[config.mk]
export PLATFORM = sky130hd
export DESIGN_NAME = byte_mailbox
export DESIGN_NICKNAME = d
export VERILOG_FILES = /design/src/rtl/byte_mailbox.sv
export SDC_FILE = /design/constraint.sdc
export NUM_CORES = 1
export LEC_CHECK = 0
export BUFFER_PORTS_ARGS = -buffer_cell sky130_fd_sc_hd__clkbuf_2
export CELL_PAD_IN_SITES_DETAIL_PLACEMENT = 1
export CELL_PAD_IN_SITES_GLOBAL_PLACEMENT = 1
export CORE_ASPECT_RATIO = 0.5
export CORE_UTILIZATION = 43
export CTS_BUF_LIST = sky130_fd_sc_hd__clkbuf_4 sky130_fd_sc_hd__clkbuf_8
export CTS_CLUSTER_SIZE = 10
export DETAILED_ROUTE_END_ITERATION = 12
export GPL_ROUTABILITY_DRIVEN = 1
export MAX_ROUTING_LAYER = met4
export PLACE_DENSITY = 0.83
export SYNTH_ARGS = -nofsm -noshare
export SYNTH_HDL_FRONTEND = slang
export SYNTH_SLANG_ARGS = --single-unit
[constraint.sdc]
create_clock -name clk -period 2.6 [get_ports clk]
set_input_delay 0.13 -clock clk [delete_from_list [all_inputs] [get_ports clk]]
set_output_delay 0.13 -clock clk [all_outputs]
set_load 0.02 [all_outputs]
[src/rtl/byte_mailbox.sv]
module byte_mailbox #(
  parameter int BYTE_W = 8,
  parameter int VEC_W  = 8
) (
  input  logic                clk,
  input  logic                rst_n,
  input  logic                hb_rd,
  input  logic                hb_wr,
  input  logic [2:0]          hb_addr,
  input  logic [BYTE_W-1:0]   pin_in,
  output logic [BYTE_W-1:0]   pin_out,
  output logic [BYTE_W-1:0]   pin_oe,
  output logic [3*BYTE_W-1:0] host_word,
  output logic                host_valid,
  input  logic                host_take,
  input  logic [3*BYTE_W-1:0] c_out_word,
  input  logic                c_out_load,
  output logic                c_out_ready,
  output logic                cmd_req,
  output logic [VEC_W-1:0]    cmd_vec,
  input  logic                cmd_ack,
  input  logic                cfg_we,
  input  logic [1:0]          cfg_sel,
  input  logic [BYTE_W-1:0]   cfg_wdata,
  output logic [BYTE_W-1:0]   gpio_in
);
  localparam int WORD_W = 3 * BYTE_W;

  logic [WORD_W-1:0] rx_word, hold_word;
  logic [BYTE_W-1:0] tx_hi, tx_mid, ddr, pdr, rdata;
  logic [VEC_W-1:0]  vec;
  logic              rx_full, hold_full, hcmd, gpio_mode;

  wire host_en = !gpio_mode;
  wire wr_en   = host_en && hb_wr;
  wire tx_ok   = wr_en && !hold_full;
  wire rd_lo   = host_en && hb_rd && hb_addr == 3'd4;

  always_ff @(posedge clk or negedge rst_n) begin
    if (!rst_n) begin
      rx_word   <= '0;
      rx_full   <= 1'b0;
      tx_hi     <= '0;
      tx_mid    <= '0;
      hold_word <= '0;
      hold_full <= 1'b0;
      hcmd      <= 1'b0;
      vec       <= '0;
      gpio_mode <= 1'b0;
      ddr       <= '0;
      pdr       <= '0;
    end else begin
      if (c_out_load && !rx_full) begin
        rx_word <= c_out_word;
        rx_full <= 1'b1;
      end else if (rd_lo) begin
        rx_full <= 1'b0;
      end

      if (tx_ok && hb_addr == 3'd2) tx_hi  <= pin_in;
      if (tx_ok && hb_addr == 3'd3) tx_mid <= pin_in;
      if (tx_ok && hb_addr == 3'd4) begin
        hold_word <= {tx_hi, tx_mid, pin_in};
        hold_full <= 1'b1;
      end else if (host_take) begin
        hold_full <= 1'b0;
      end

      if (wr_en && hb_addr == 3'd0 && pin_in[2]) hcmd <= 1'b1;
      else if (cmd_ack)                          hcmd <= 1'b0;

      if (wr_en && hb_addr == 3'd1 && !hcmd) vec <= pin_in[VEC_W-1:0];

      if (cfg_we) begin
        case (cfg_sel)
          2'd0:    gpio_mode <= cfg_wdata[0];
          2'd1:    ddr       <= cfg_wdata;
          2'd2:    pdr       <= cfg_wdata;
          default: ;
        endcase
      end
    end
  end

  always_comb begin
    rdata = '0;
    case (hb_addr)
      3'd0:    rdata[2:0] = {hcmd, !hold_full, rx_full};
      3'd1:    rdata[VEC_W-1:0] = vec;
      3'd2:    rdata = rx_word[WORD_W-1 -: BYTE_W];
      3'd3:    rdata = rx_word[2*BYTE_W-1 -: BYTE_W];
      3'd4:    rdata = rx_word[BYTE_W-1:0];
      default: rdata = '0;
    endcase
  end

  assign pin_oe      = gpio_mode ? ddr : {BYTE_W{hb_rd}};
  assign pin_out     = gpio_mode ? pdr : rdata;
  assign gpio_in     = pin_in;
  assign host_word   = hold_word;
  assign host_valid  = hold_full;
  assign c_out_ready = !rx_full;
  assign cmd_req     = hcmd;
  assign cmd_vec     = vec;
endmodule


==> summary.md <==
| Metric | Value |
|---|---|
| Post-synth top area cell | `dfrtp_1` |
| WS Path Type | `register to register` |
| CP Data Required Time | `approximately 2.9 ns` |
| Final Non-Filler Cells | `between 500 and 600` |
| Crit share post-route | `between 70% and 80%` |
| Total Nets Final | `470` |
| RSZ-0062 raised after global routing | `false` |
| Worst-path maximum fanout | `8` |
| Chip height | `71.2 um` |
| Status | `finished with violations` |
| Global-route wire length before repair | `17.4 mm` |
| Hpwl dp | `about 7 mm` |
| CTS tree | `done` |
| Fin. Hold Viols | `5` |
| Worst-path clk slew | `0.09 ns` |
| Setup violations, final | `0` |
| CTS sink count | `92` |
| Io pins | `112` |
| Top cells by count, synth | `92 x dfrtp_1, 74 x mux2_2, 23 x nand2_1, 16 x mux2_4, 15 x nand3b_1` |
| Distinct cells, synth | `36` |
| Maximum clock frequency | `493 MHz` |
| Num CTS Buffers | `9` |
| Fin Setup TNS | `0 ns` |
| Max-slew violations | `0` |
| Clock Skew | `around 0.0097 ns` |
| Rel. slew slack | `a little under a quarter` |
| Layout cells sized above 1 | `53.8%` |
| Final wirelength | `10.6 mm` |
| #FFs+latches synth | `a little over 90` |
| Mean Syn Cell Area | `13.9 um2` |
| Power, Total | `4800 uW` |
| Area growth syn-to-layout | `24.2%` |
| CP arrival | `2.28 ns` |
| Count leader, synth | `dfrtp_1` |
| Min setup slack post-route | `0.573 ns` |
| Clk root buf | `clkbuf_8` |
| Dpl cells | `~500` |
| PortBufs | `roughly 110` |
| Max Root-Sink Buffers | `2` |
| Main synth FF type | `dfrtp_1` |
| DRC Markers | `0` |
| Max rail drop VDD | `0.408 mV` |
| Crit path launch type | `register` |
| Post-synth EDFFs | `0` |
| Pre-CTS setup slack | `0.547 ns` |
| Post-route ant nets | `0` |
| Worst hold-check path type | `input port to asynchronous set/reset pin` |
| Failing checks | `negative hold slack` |
| Pleak | `between 0.002 and 0.0025 uW` |
| Initial antenna violation count | `0` |
| Die area | `0.00998 mm2` |
| Pwr dens | `940 mW/mm2` |
| Final hold slack | `-0.0226 ns` |
| Vias per cell | `~5.3` |
| Minimum clock period | `a little over 2 ns` |
| Worst Max-Slew Pin Slew | `1.15 ns` |
| DR vias | `roughly 2800` |
| Largest net degree at the start of global routing | `93` |
| Cells after Synth | `296` |
| Max H-tree Level | `3` |
| MaxCap Viol Count | `0` |
| Synth Warn # | `0` |
| Top cells by area, synth | `dfrtp_1 56%, mux2_2 20%, mux2_4 5.8%, nand3b_1 2.7%, nand2_1 2.1%` |
| Die Span X | `140 um` |
| Global route overflow | `0` |
| DR WL/cell | `19.6 um` |
| Initial DRC Count | `156` |
| Starting Density | `a little under half` |
| FFs w/ async S/R, synth | `100%` |
| Synth top area share | `56.0%` |
| CORE AREA | `roughly 0.009 mm2` |
| Pre-antenna DRT Iters | `4` |
| Sequential-to-total area share from yosys stat | `56.0%` |
| Mapped Nets | `349` |
| Final RePlAce weighted congestion | `between 0.7 and 0.8` |
| Clk_lat worst skew | `0.36 ns` |
| Std cell rows | `24` |
| Vias in the first global route | `around 3200` |
| # diodes | `0` |
| Post-synthesis cell area | `0.00411 mm2` |
| GRT Util Overall | `24.1%` |
| Worst setup EP type | `register` |
==> registers in the layout (all words and copies together) (netlist names) <==
signal / count
host_valid: 1
rx_full: 1
cmd_req: 1
cmd_vec: 8
tx_hi: 8
tx_mid: 8
pdr: 8
host_word: 24
gpio_mode: 1
rx_word: 24
ddr: 8
==> layer usage <==
metal	routed length, um	share of wire, %	GRT usage (%)
met5	0	0	-
met4	227	2.1	9.77
met3	358	3.4	4.74
met2	5470	52	40.4
met1	4520	43	28.8
==> through the flow <==
stage	util [%]	instance area (um2)
after floorplan	-	4110
after global placement	52.4	4700
after detailed placement	52.4	4700
after CTS	56.9	5110
after global routing	56.9	5110
final	56.9	5110
==> path summary, 6_finish.rpt <==
path / to / startpoint / slack [ns] / cells past startpoint
min in group clk: rx_word[12] / c_out_word[12] / 0.02 / 2
setup / recovery: tx_hi[3] / gpio_mode / 0.57 / 3
hold / removal: host_word[2] / rst_n / -0.02 / 1
hold reg to reg: host_word[14] / tx_mid[6] / 0.51 / 1
setup reg to reg: tx_hi[3] / gpio_mode / 0.57 / 3
max in group asynchronous: pdr[7] / rst_n / 1.88 / 1
==> where the power goes <==
part	internal (uW)	total [uW]	switching (uW)
clock network	455	952	497
registers	1930	2260	331
logic	773	1590	816
total	3160	4800	1640
==> critical path: stages (launching register included) <==
cell and delay, ns:
dfrtp_1 0.39, or3b_4 0.39, or4b_1 0.75, mux2_4 0.40
==> layout make-up <==
cell class | count | area, um2
clock inverters | 6 | 65.1
repair buffers | 135 | 791
inverters | 3 | 11.3
multi-input cells | 176 | 1660
fillers | 920 | 3870
flip-flops and latches | 92 | 2300
clock buffers | 10 | 131
well taps | 117 | 146
==> cells by family (layout without fill, tap and decap cells) <==
group	Yosys count	count (layout)	share of synthesized area [%]
multiplexers	93	93	27.1
flip-flops	92	92	56.0
AND/OR/NAND/NOR	54	54	7.70
AO/OA/AOI/OAI	29	29	5.48
buffers and inverters	28	154	3.71
==> what timing repair did <==
| item | in CTS | in global routing |
|---|---|---|
| hold endpoints to repair | 21 | 0 |
| hold buffers | 21 | 0 |
| gates resized for setup | 0 | 0 |
| buffers inserted | 0 | 0 |
==> cells in the final DEF, fill, tap and decap left out, types with 3 or more instances in the layout <==
cell type,synthesis,final
dlygate4sd3_1,0,21
a21oi_1,3,3
a222oi_1,5,5
clkbuf_2,0,110
a22oi_1,6,6
mux2_4,16,16
nand3b_1,15,15
clkbuf_8,0,9
nand2_1,23,23
a21o_1,6,6
dfrtp_1,92,92
nor2_1,3,3
buf_4,8,4
mux2_2,74,74
inv_1,3,3
(Power assumes the default switching activity.)
